### config.mk
export PLATFORM = sky130hd
export DESIGN_NAME = pwm_ar_chan
export DESIGN_NICKNAME = d
export VERILOG_FILES = /design/src/rtl/pwm_ar_pkg.sv /design/src/rtl/pwm_ar_timebase.sv /design/src/rtl/pwm_ar_regs.sv /design/src/rtl/pwm_ar_out.sv /design/src/rtl/pwm_ar_chan.sv
export SDC_FILE = /design/constraint.sdc
export NUM_CORES = 1
export LEC_CHECK = 0
export CORE_MARGIN = 4
export CORE_UTILIZATION = 38
export DETAILED_ROUTE_END_ITERATION = 6
export REMOVE_ABC_BUFFERS = 1
export SLEW_MARGIN = 20
export SYNTH_ARGS = -nofsm -noshare
export SYNTH_HDL_FRONTEND = slang
export SYNTH_SLANG_ARGS = --single-unit
export TNS_END_PERCENT = 5
### constraint.sdc
create_clock -name clk_i -period 2.45 [get_ports clk_i]
set_input_delay 0.49 -clock clk_i [delete_from_list [all_inputs] [get_ports clk_i]]
set_output_delay 0.49 -clock clk_i [all_outputs]
set_load 0.01 [all_outputs]
### src/rtl/pwm_ar_pkg.sv
`timescale 1ns/1ps
package pwm_ar_pkg;
  typedef enum logic [2:0] {
    A_CTRL = 3'd0,
    A_CFG  = 3'd1,
    A_MODE = 3'd2,
    A_DLO  = 3'd3,
    A_DHI  = 3'd4,
    A_TLO  = 3'd5,
    A_THI  = 3'd6
  } addr_e;

  // period width selected by the length code (00 is not a valid setting)
  function automatic int len_width(logic [1:0] code);
    return 8 + int'(code);
  endfunction
endpackage

### src/rtl/pwm_ar_timebase.sv
`timescale 1ns/1ps
module pwm_ar_timebase import pwm_ar_pkg::*; #(
  parameter int unsigned TB_W = 16,
  parameter int unsigned CW   = 11
) (
  input  logic            clk_i,
  input  logic            rst_ni,
  input  logic            run_i,
  input  logic            clr_i,
  input  logic [1:0]      len_i,
  output logic [TB_W-1:0] cnt_o,
  output logic [CW-1:0]   mask_o,
  output logic [CW-1:0]   nxt_o,
  output logic            ovf_o
);
  logic [TB_W-1:0] cnt_q;
  logic [CW-1:0]   low;
  logic            len_ok;

  assign low    = cnt_q[CW-1:0];
  assign len_ok = (len_i != 2'b00);

  always_comb begin
    for (int i = 0; i < int'(CW); i++) mask_o[i] = len_ok && (i < len_width(len_i));
  end

  assign nxt_o = (low + CW'(1)) & mask_o;
  assign ovf_o = run_i && !clr_i && len_ok && ((low & mask_o) == mask_o);
  assign cnt_o = cnt_q;

  always_ff @(posedge clk_i or negedge rst_ni) begin
    if (!rst_ni)    cnt_q <= '0;
    else if (clr_i) cnt_q <= '0;
    else if (run_i) cnt_q <= cnt_q + TB_W'(1);
  end
endmodule

### src/rtl/pwm_ar_regs.sv
`timescale 1ns/1ps
module pwm_ar_regs import pwm_ar_pkg::*; #(
  parameter int unsigned TB_W = 16,
  parameter int unsigned CW   = 11
) (
  input  logic            clk_i,
  input  logic            rst_ni,
  input  logic [2:0]      addr_i,
  input  logic            we_i,
  input  logic [7:0]      wdata_i,
  output logic [7:0]      rdata_o,
  input  logic [TB_W-1:0] cnt_i,
  input  logic            ovf_i,
  input  logic            match_i,
  output logic            run_o,
  output logic            clr_o,
  output logic [1:0]      len_o,
  output logic            active_o,
  output logic            mf_en_o,
  output logic            mf_flag_o,
  output logic            ovf_flag_o,
  output logic [CW-1:0]   cmp_o,
  output logic [CW-1:0]   rld_o
);
  localparam int unsigned HI_W = CW - 8;

  logic          run_q, arsel_q, ovf_flag_q, pwm_en_q, cmp_en_q, mf_en_q, mf_flag_q;
  logic [1:0]    len_q;
  logic [CW-1:0] cmp_q, rld_q, sel;
  logic          wr_ctrl, wr_cfg, wr_mode, wr_lo, wr_hi;

  assign wr_ctrl = we_i && (addr_e'(addr_i) == A_CTRL);
  assign wr_cfg  = we_i && (addr_e'(addr_i) == A_CFG);
  assign wr_mode = we_i && (addr_e'(addr_i) == A_MODE);
  assign wr_lo   = we_i && (addr_e'(addr_i) == A_DLO);
  assign wr_hi   = we_i && (addr_e'(addr_i) == A_DHI);

  always_ff @(posedge clk_i or negedge rst_ni) begin
    if (!rst_ni) begin
      run_q      <= 1'b0;
      len_q      <= 2'b00;
      arsel_q    <= 1'b0;
      ovf_flag_q <= 1'b0;
      pwm_en_q   <= 1'b0;
      cmp_en_q   <= 1'b0;
      mf_en_q    <= 1'b0;
      mf_flag_q  <= 1'b0;
      cmp_q      <= '0;
      rld_q      <= '0;
    end else begin
      if (wr_ctrl) run_q <= wdata_i[0];
      if (wr_cfg) begin
        len_q   <= wdata_i[1:0];
        arsel_q <= wdata_i[2];
      end
      // event set wins over a clearing write
      if (ovf_i)                      ovf_flag_q <= 1'b1;
      else if (wr_cfg && !wdata_i[3]) ovf_flag_q <= 1'b0;
      if (wr_mode) begin
        pwm_en_q <= wdata_i[0];
        mf_en_q  <= wdata_i[2];
      end
      if (wr_mode)    cmp_en_q <= wdata_i[1];
      else if (wr_lo) cmp_en_q <= 1'b0;
      else if (wr_hi) cmp_en_q <= 1'b1;
      if (match_i && mf_en_q)          mf_flag_q <= 1'b1;
      else if (wr_mode && !wdata_i[3]) mf_flag_q <= 1'b0;
      if (wr_lo && arsel_q) rld_q[7:0]    <= wdata_i;
      if (wr_hi && arsel_q) rld_q[CW-1:8] <= wdata_i[HI_W-1:0];
      if (ovf_i) cmp_q <= rld_q;
      else begin
        if (wr_lo && !arsel_q) cmp_q[7:0]    <= wdata_i;
        if (wr_hi && !arsel_q) cmp_q[CW-1:8] <= wdata_i[HI_W-1:0];
      end
    end
  end

  assign sel = arsel_q ? rld_q : cmp_q;

  always_comb begin
    case (addr_e'(addr_i))
      A_CTRL:  rdata_o = {7'd0, run_q};
      A_CFG:   rdata_o = {4'd0, ovf_flag_q, arsel_q, len_q};
      A_MODE:  rdata_o = {4'd0, mf_flag_q, mf_en_q, cmp_en_q, pwm_en_q};
      A_DLO:   rdata_o = sel[7:0];
      A_DHI:   rdata_o = 8'(sel >> 8);
      A_TLO:   rdata_o = cnt_i[7:0];
      A_THI:   rdata_o = 8'(cnt_i >> 8);
      default: rdata_o = 8'd0;
    endcase
  end

  assign run_o      = run_q;
  assign clr_o      = wr_ctrl && wdata_i[1];
  assign len_o      = len_q;
  assign active_o   = pwm_en_q && cmp_en_q && (len_q != 2'b00);
  assign mf_en_o    = mf_en_q;
  assign mf_flag_o  = mf_flag_q;
  assign ovf_flag_o = ovf_flag_q;
  assign cmp_o      = cmp_q;
  assign rld_o      = rld_q;
endmodule

### src/rtl/pwm_ar_out.sv
`timescale 1ns/1ps
module pwm_ar_out #(
  parameter int unsigned CW = 11
) (
  input  logic          clk_i,
  input  logic          rst_ni,
  input  logic          active_i,
  input  logic          step_i,
  input  logic          clr_i,
  input  logic          ovf_i,
  input  logic [CW-1:0] nxt_i,
  input  logic [CW-1:0] mask_i,
  input  logic [CW-1:0] cmp_i,
  input  logic [CW-1:0] rld_i,
  output logic          pwm_o,
  output logic          match_o
);
  logic [CW-1:0] tgt;
  logic          pwm_q;

  // compare against the value that will be live when the next count is shown
  assign tgt     = (ovf_i ? rld_i : cmp_i) & mask_i;
  assign match_o = active_i && step_i && (nxt_i == tgt);

  always_ff @(posedge clk_i or negedge rst_ni) begin
    if (!rst_ni)        pwm_q <= 1'b0;
    else if (clr_i)     pwm_q <= active_i && ((cmp_i & mask_i) == '0);
    else if (!active_i) pwm_q <= 1'b0;
    else if (match_o)   pwm_q <= 1'b1;
    else if (ovf_i)     pwm_q <= 1'b0;
  end

  assign pwm_o = pwm_q;
endmodule

### src/rtl/pwm_ar_chan.sv
`timescale 1ns/1ps
module pwm_ar_chan #(
  parameter int unsigned TB_W = 16,
  parameter int unsigned CW   = 11
) (
  input  logic       clk_i,
  input  logic       rst_ni,
  input  logic [2:0] bus_addr_i,
  input  logic       bus_we_i,
  input  logic [7:0] bus_wdata_i,
  output logic [7:0] bus_rdata_o,
  output logic       pwm_o
);
  logic [TB_W-1:0] cnt;
  logic [CW-1:0]   mask, nxt, cmp_q, rld_q;
  logic [1:0]      len;
  logic            run, tb_clr, ovf_evt, match_evt, active, mf_en, mf_flag, ovf_flag;

  pwm_ar_regs #(.TB_W(TB_W), .CW(CW)) u_regs (
    .clk_i      (clk_i),
    .rst_ni     (rst_ni),
    .addr_i     (bus_addr_i),
    .we_i       (bus_we_i),
    .wdata_i    (bus_wdata_i),
    .rdata_o    (bus_rdata_o),
    .cnt_i      (cnt),
    .ovf_i      (ovf_evt),
    .match_i    (match_evt),
    .run_o      (run),
    .clr_o      (tb_clr),
    .len_o      (len),
    .active_o   (active),
    .mf_en_o    (mf_en),
    .mf_flag_o  (mf_flag),
    .ovf_flag_o (ovf_flag),
    .cmp_o      (cmp_q),
    .rld_o      (rld_q)
  );

  pwm_ar_timebase #(.TB_W(TB_W), .CW(CW)) u_tb (
    .clk_i  (clk_i),
    .rst_ni (rst_ni),
    .run_i  (run),
    .clr_i  (tb_clr),
    .len_i  (len),
    .cnt_o  (cnt),
    .mask_o (mask),
    .nxt_o  (nxt),
    .ovf_o  (ovf_evt)
  );

  pwm_ar_out #(.CW(CW)) u_out (
    .clk_i    (clk_i),
    .rst_ni   (rst_ni),
    .active_i (active),
    .step_i   (run && !tb_clr),
    .clr_i    (tb_clr),
    .ovf_i    (ovf_evt),
    .nxt_i    (nxt),
    .mask_i   (mask),
    .cmp_i    (cmp_q),
    .rld_i    (rld_q),
    .pwm_o    (pwm_o),
    .match_o  (match_evt)
  );
endmodule

# After elaboration in Yosys (flattened, before gate mapping)
# Cells that the tools add are included.
# classes
n_addsub	3
mul	0
div_mod_pow	0
order_cmp	11
n_eq_ne	9
shift	0
mux	19
bitwise_logic	4
n_reduce_logical	44
# op_table
cell	n
4-bit by 32-bit less-than comparator with 1-bit output (first input constant)	4
5-bit by 32-bit less-than comparator with 1-bit output (first input constant)	3
3-bit by 32-bit less-than comparator with 1-bit output (first input constant)	2
8-bit one-hot mux with 7 select lines	1
11-bit AND	4
11-bit two-way mux	3
1-bit logical AND	32
1-bit by 32-bit less-than comparator with 1-bit output (first input constant)	1
2-bit by 32-bit less-than comparator with 1-bit output (first input constant)	1
16-bit two-way mux	2
11-bit == test	2
16-bit by 1-bit adder with 16-bit output (second input constant)	1
2-bit nonzero test	6
11-bit by 1-bit adder with 11-bit output (second input constant)	1
11-bit zero test	1
1-bit two-way mux	11
3-bit == test (second input constant)	3
8-bit two-way mux	1
3-bit by 2-bit == test with 1-bit output (second input constant)	2
4-bit by 2-bit adder with 5-bit output (first input constant)	1
4-bit != test (second input constant)	1
3-bit by 1-bit == test with 1-bit output (second input constant)	1
1-bit zero test	3
3-bit zero test	1
2 further kinds	2
# totals
reg_bits	48
latch_bits	0
mem_bits_rw	0
romBits	0
in_bits	14
output_inout_bits	9
word_cells	104
n_memories	0

# Depth between registers and ports, before layout
# depth
word_depth	14
ltp_mapped	9
ltp_nobuf	8

# Hierarchy
# From an unflattened synthesis, not the netlist that was laid out.
# unflattened
hier_cells	354
area_unflattened_um2	3369.5
# by_module_without_submodules
module	n_inst	cells_each	area_each_um2	seq_area_each_um2
pwm_ar_regs	1	169	1795.5	775.7
pwm_ar_timebase	1	131	1127.3	400.4
pwm_ar_out	1	53	432.9	25.0
pwm_ar_chan	1	1	13.8	0.0

# Worst setup path after synthesis
# Ideal clock, no wire load.
# synth_timing
kind	reg-to-reg
startpoint	register u_tb.cnt_q[1] (netlist: u_tb.cnt_o[1])
endpoint	register u_regs.mf_flag_q (netlist: u_regs.mf_flag_o)
setup_time_ps	78
arrival_time_ps	2124
t_required_ps	2372
slack_ps	248
stages_incl_launch_ff	9
path_buffers	0
synth_period_minus_slack_ps	2202
path_cell_list	dfrtp_1 ha_1 nand3_2 or3_1 and2_0 a221o_1 o31ai_2 o2111ai_1 o2bb2ai_1
# synth_via
elab_chain_cells	9
word_cells_on_any_way	12
classes_between	1 x add/sub; 2 x eq/ne; 2 x mux; 3 x bitwise; 4 x reduce/logical
# synth_rtl
item	line_no	text
from (decl)	pwm_ar_timebase.sv:16	logic [TB_W-1:0] cnt_q;
from (signal assigned)	pwm_ar_timebase.sv:34	else if (run_i) cnt_q <= cnt_q + TB_W'(1);
parallel branches: the longest is 5 deep, another holds 11-bit by 1-bit adder with 11-bit output	n/a	
11-bit == test (*)	pwm_ar_out.sv:23	assign match_o = active_i && step_i && (nxt_i == tgt);
1-bit logical AND (*)	pwm_ar_out.sv:23	
1-bit logical AND (*)	pwm_ar_regs.sv:66	if (match_i && mf_en_q) mf_flag_q <= 1'b1;
1-bit two-way mux / 2-bit nonzero test (equally long branches)	n/a	
to (signal assigned)	pwm_ar_regs.sv:47	mf_flag_q <= 1'b0;
to (signal assigned)	pwm_ar_regs.sv:66	
to (signal assigned)	pwm_ar_regs.sv:67	else if (wr_mode && !wdata_i[3]) mf_flag_q <= 1'b0;
to (decl)	pwm_ar_regs.sv:27	logic run_q, arsel_q, ovf_flag_q, pwm_en_q, cmp_en_q, mf_en_q, mf_flag_q;
# Every way passes the cells marked *.
# A chain may end at the register's enable or synchronous reset.

# Worst setup path after layout
# layout_timing
startpoint	register u_regs.arsel_q
endpoint	output bus_rdata_o[0]
# layout_via
elab_chain_cells	2
# layout_rtl
item	line_no	text
from (decl)	pwm_ar_regs.sv:27	
from (signal assigned)	pwm_ar_regs.sv:54	arsel_q <= wdata_i[2];
11-bit two-way mux	pwm_ar_regs.sv:78	assign sel = arsel_q ? rld_q : cmp_q;
8-bit one-hot mux with 7 select lines	pwm_ar_regs.sv:81	case (addr_e'(addr_i))
to (decl)	pwm_ar_chan.sv:11	output logic [7:0] bus_rdata_o,
# No other way between the ends.

==> flow_metrics.env <==
export IMPL_p_seq_share_pct=39.6
export IMPL_hold_viol=0
export IMPL_swShare_pct=39.5
export IMPL_drt_first_pass_iters=4
export IMPL_cp_top_family="multiplexers"
export IMPL_final_core_util_pct=48.2
export IMPL_crit_slowest_cell="mux4_2"
export IMPL_slew_viol_final=0
export IMPL_worstMarginPinSlew_ns=0.614
export IMPL_cp_buffers_inverters=1
export IMPL_start_util_pct=39.4
export IMPL_synth_cells=347
export IMPL_globalplace_congestion=0.843
export IMPL_crit_chain="mux2_2 > mux4_2 > o21a_1 > dlygate4sd2_1"
export IMPL_clock_sinks=48
export IMPL_grt_pass1_vias=2870
export IMPL_ir_worst_vdd_uv=296
export IMPL_ys_async_sr_fraction_pct=100
export IMPL_critPathArrivalTime_ns=1.96
export IMPL_yosysSeqAreaShare_pct=36.9
export IMPL_wl_per_cell_um=17.9
export IMPL_grt_setup_unrepaired="yes"
export IMPL_clock_path_buffers=2
export IMPL_start_kind="flip-flop"
export IMPL_dr_first_iter_drc_count=224
export IMPL_coreArea_mm2=0.00826
export IMPL_clk_pin_slew_worst_paths_ns=0.09
export IMPL_min_period_over_period_pct=99.9
export IMPL_synth_area_mm2=0.00325
export IMPL_intPower_w=0.00208
export IMPL_syn_avg_cell_area_um2=9.37
export IMPL_clock_root_buffer="clkbuf_8"
export IMPL_layout_filler_cells=794
export IMPL_seqCellArea_mm2=0.00120
export IMPL_combPwrFrac_pct=45.6
export IMPL_crit_type="reg -> out"
export IMPL_track_usage_pct=19.2
export IMPL_post_dp_hpwl_um=6910
export IMPL_ctsHoldBuffers=0
export IMPL_dieArea_mm2=0.0101
export IMPL_slowest_delay_ns=0.45
export IMPL_fp_row_count=33
export IMPL_htreeDepth=2
export IMPL_yosys_most_used_dff="dfrtp_1"
export IMPL_p_total_w=0.00344
export IMPL_nets=413
export IMPL_setup_viol=0
export IMPL_crit_required_ns=1.96
export IMPL_power_leakage_nw=1.73
export IMPL_antenna_found_initial=0
export IMPL_post_route_min_period_ns=2.45
export IMPL_power_density_mw_per_mm2=864
export IMPL_io_pins=23
export IMPL_status="completed"
export IMPL_grt_max_degree=49
export IMPL_cts_tree="built"
export IMPL_slew_headroom_pct=59.1
export IMPL_cp_max_fo=2
export IMPL_synth_warning_count=0
export IMPL_hp_class="in -> async"
export IMPL_yosys_cell_types_count=60
export IMPL_drcViolationCount=0
export IMPL_fp_dieW_um=101
export IMPL_multi_input_area_mm2=0.00197
export IMPL_drive_gt1_share_pct=24.1
export IMPL_syn2layout_area_growth_pct=22.5
export IMPL_drv_cap=0
export IMPL_crit_path_start="u_regs.arsel_q"
export IMPL_ant_nets=0
export IMPL_stdcell_count=504
export IMPL_setup_tns_final_ns=0
export IMPL_yosysMostFrequentCell="dfrtp_1"
export IMPL_synthTopCellsByArea="dfrtp_1, mux2i_1, mux2_2"
export IMPL_port_buffers=22
export IMPL_wl_um=9010
export IMPL_clkPwrFrac_pct=14.8
export IMPL_r2r_start="u_tb.cnt_o[0]"
export IMPL_viasPerCell=5.54
export IMPL_grt_overflow_total=0
export IMPL_clock_skew_ns=0.00403
export IMPL_place_inst=495
export IMPL_grt_pass1_wl_um=15100
export IMPL_synth_top_cell_by_area="dfrtp_1"
export IMPL_synth_top_cell_area_share_pct=36.9
export IMPL_fmax_mhz=408
export IMPL_switching_power_w=0.00136
export IMPL_clock_latency_ns=0.31
export IMPL_dr_total_vias=2791
export IMPL_synth_edff_count=0
export IMPL_synth_common_cells="dfrtp_1, nor2_1, mux2i_1, nand2_1"
export IMPL_end_kind="primary output"
export IMPL_numCtsBuffers=5
export IMPL_n_antenna_cell=0
export IMPL_chipHeight_um=101
export IMPL_synth_seq_cells=48
export IMPL_holdWs_ns=0.277
[path summary, 6_finish.rpt]
check                                     to  cells past startpoint  slack [ns]
max                           bus_rdata_o[0]                      4       0.001
min                          u_regs.rld_o[4]                      2        0.28
max reg2reg                      u_out.pwm_o                      8        0.14
min reg2reg                u_regs.ovf_flag_o                      2        0.51
max in group asynchronous      u_tb.cnt_o[2]                      2        1.74
min in group clk_i         u_regs.ovf_flag_o                      2        0.51
[cells by family (layout without fill, tap and decap cells)]
kind of cell               after synthesis  in the layout  share of synthesized area, %
adders and majority gates                1              1                         0.385
muxes                                   43             43                          14.4
DFF                                     48             48                          36.9
buffers and inverters                   32             84                          4.27
AOI/OAI and AO/OA                       64             64                          13.5
and+or+nand+nor                        134            134                          22.1
xor gates and xnor gates                25             25                          8.43
[layout make-up]
cell class / instances / area share [%]
inverter: 8 / 0.754
sequential: 48 / 30.2
clock inverter: 1 / 0.188
clock buffer: 7 / 2.17
tap: 105 / 3.30
multi-input combinational: 267 / 49.3
timing repair buffer: 68 / 14.1
[through the flow]
stage / worst slack [ns] / cell area (um^2)
finish: 0.00137 / 3980
global route: -0.0570 / 3980
CTS: -0.0646 / 3950
detailed placement: -0.458 / 3840
global placement: -0.422 / 3840
floorplan: -0.0273 / 3140
[per-layer routing]
metal / wire length [um] / global-route usage (%) / part of all wire [%] / up-vias
met5: 0 / 0 / 0 / -
met2: 4280 / 30.8 / 47 / 80
met4: 176 / 7.46 / 2.0 / 0
met3: 463 / 2.77 / 5.1 / 15
met1: 4100 / 26.3 / 45 / 1341
li1: - / - / - / 1355
[sequential cells by signal (all words and copies together), names as in the netlist]
name,flops
u_regs.cmp_en_q,1
u_regs.rld_o,11
u_tb.cnt_o,16
u_regs.run_o,1
u_regs.arsel_q,1
u_regs.ovf_flag_o,1
u_regs.cmp_o,11
u_regs.mf_flag_o,1
u_regs.mf_en_o,1
u_regs.len_o,2
u_regs.pwm_en_q,1
u_out.pwm_o,1
[worst register-to-register path: stages, from the launching register on]
cell,delay [ns]
dfrtp_1,0.35
ha_1,0.24
nand3_2,0.10
or3_1,0.35
and2_0,0.17
a221o_1,0.36
o31ai_2,0.30
o2111ai_2,0.21
o21ai_1,0.17
[cell usage in the layout (no fill, tap or decap), types with 2 or more instances in the layout]
cell type	instances
and3_1	4
nor2_1	38
nand2b_1	4
inv_1	8
xnor2_1	10
clkbuf_8	6
mux2_2	19
xor2_1	11
nor3b_1	3
dlymetal6s2s_1	2
nand4_1	14
clkbuf_2	2
dfrtp_1	47
a22o_1	5
or3_1	3
nor2b_1	3
xnor3_1	4
mux2i_1	19
mux2i_2	3
nand2_1	23
and3b_1	3
buf_4	45
a211oi_1	2
dlygate4sd2_1	6
or2_2	2
clkdlybuf4s50_1	10
o21ai_1	6
nor3_1	5
and2_1	5
a221o_1	3
o21ai_0	12
a31oi_1	2
a21oi_1	19
nand3_1	11
[power by group through the flow]
stage / clock (W) / sequential [W] / combinational (W)
floorplan: 0 / 0.00133 / 0.000915
CTS: 0.000523 / 0.00134 / 0.00153
global route: 0.000554 / 0.00140 / 0.00172
detailed placement: 0 / 0.00136 / 0.00153
finish: 0.000511 / 0.00136 / 0.00157
global placement: 0 / 0.00135 / 0.00150
[what timing repair did]
action / 4_1_cts / 5_1_grt
setup buffers: 1 / 0
pin swaps: 0 / 1
resized for setup: 17 / 18
endpoints found under the setup margin: 10 / 7
endpoints found under the hold margin: 0 / 0
No activity file was read; power rests on OpenSTA's default activity.
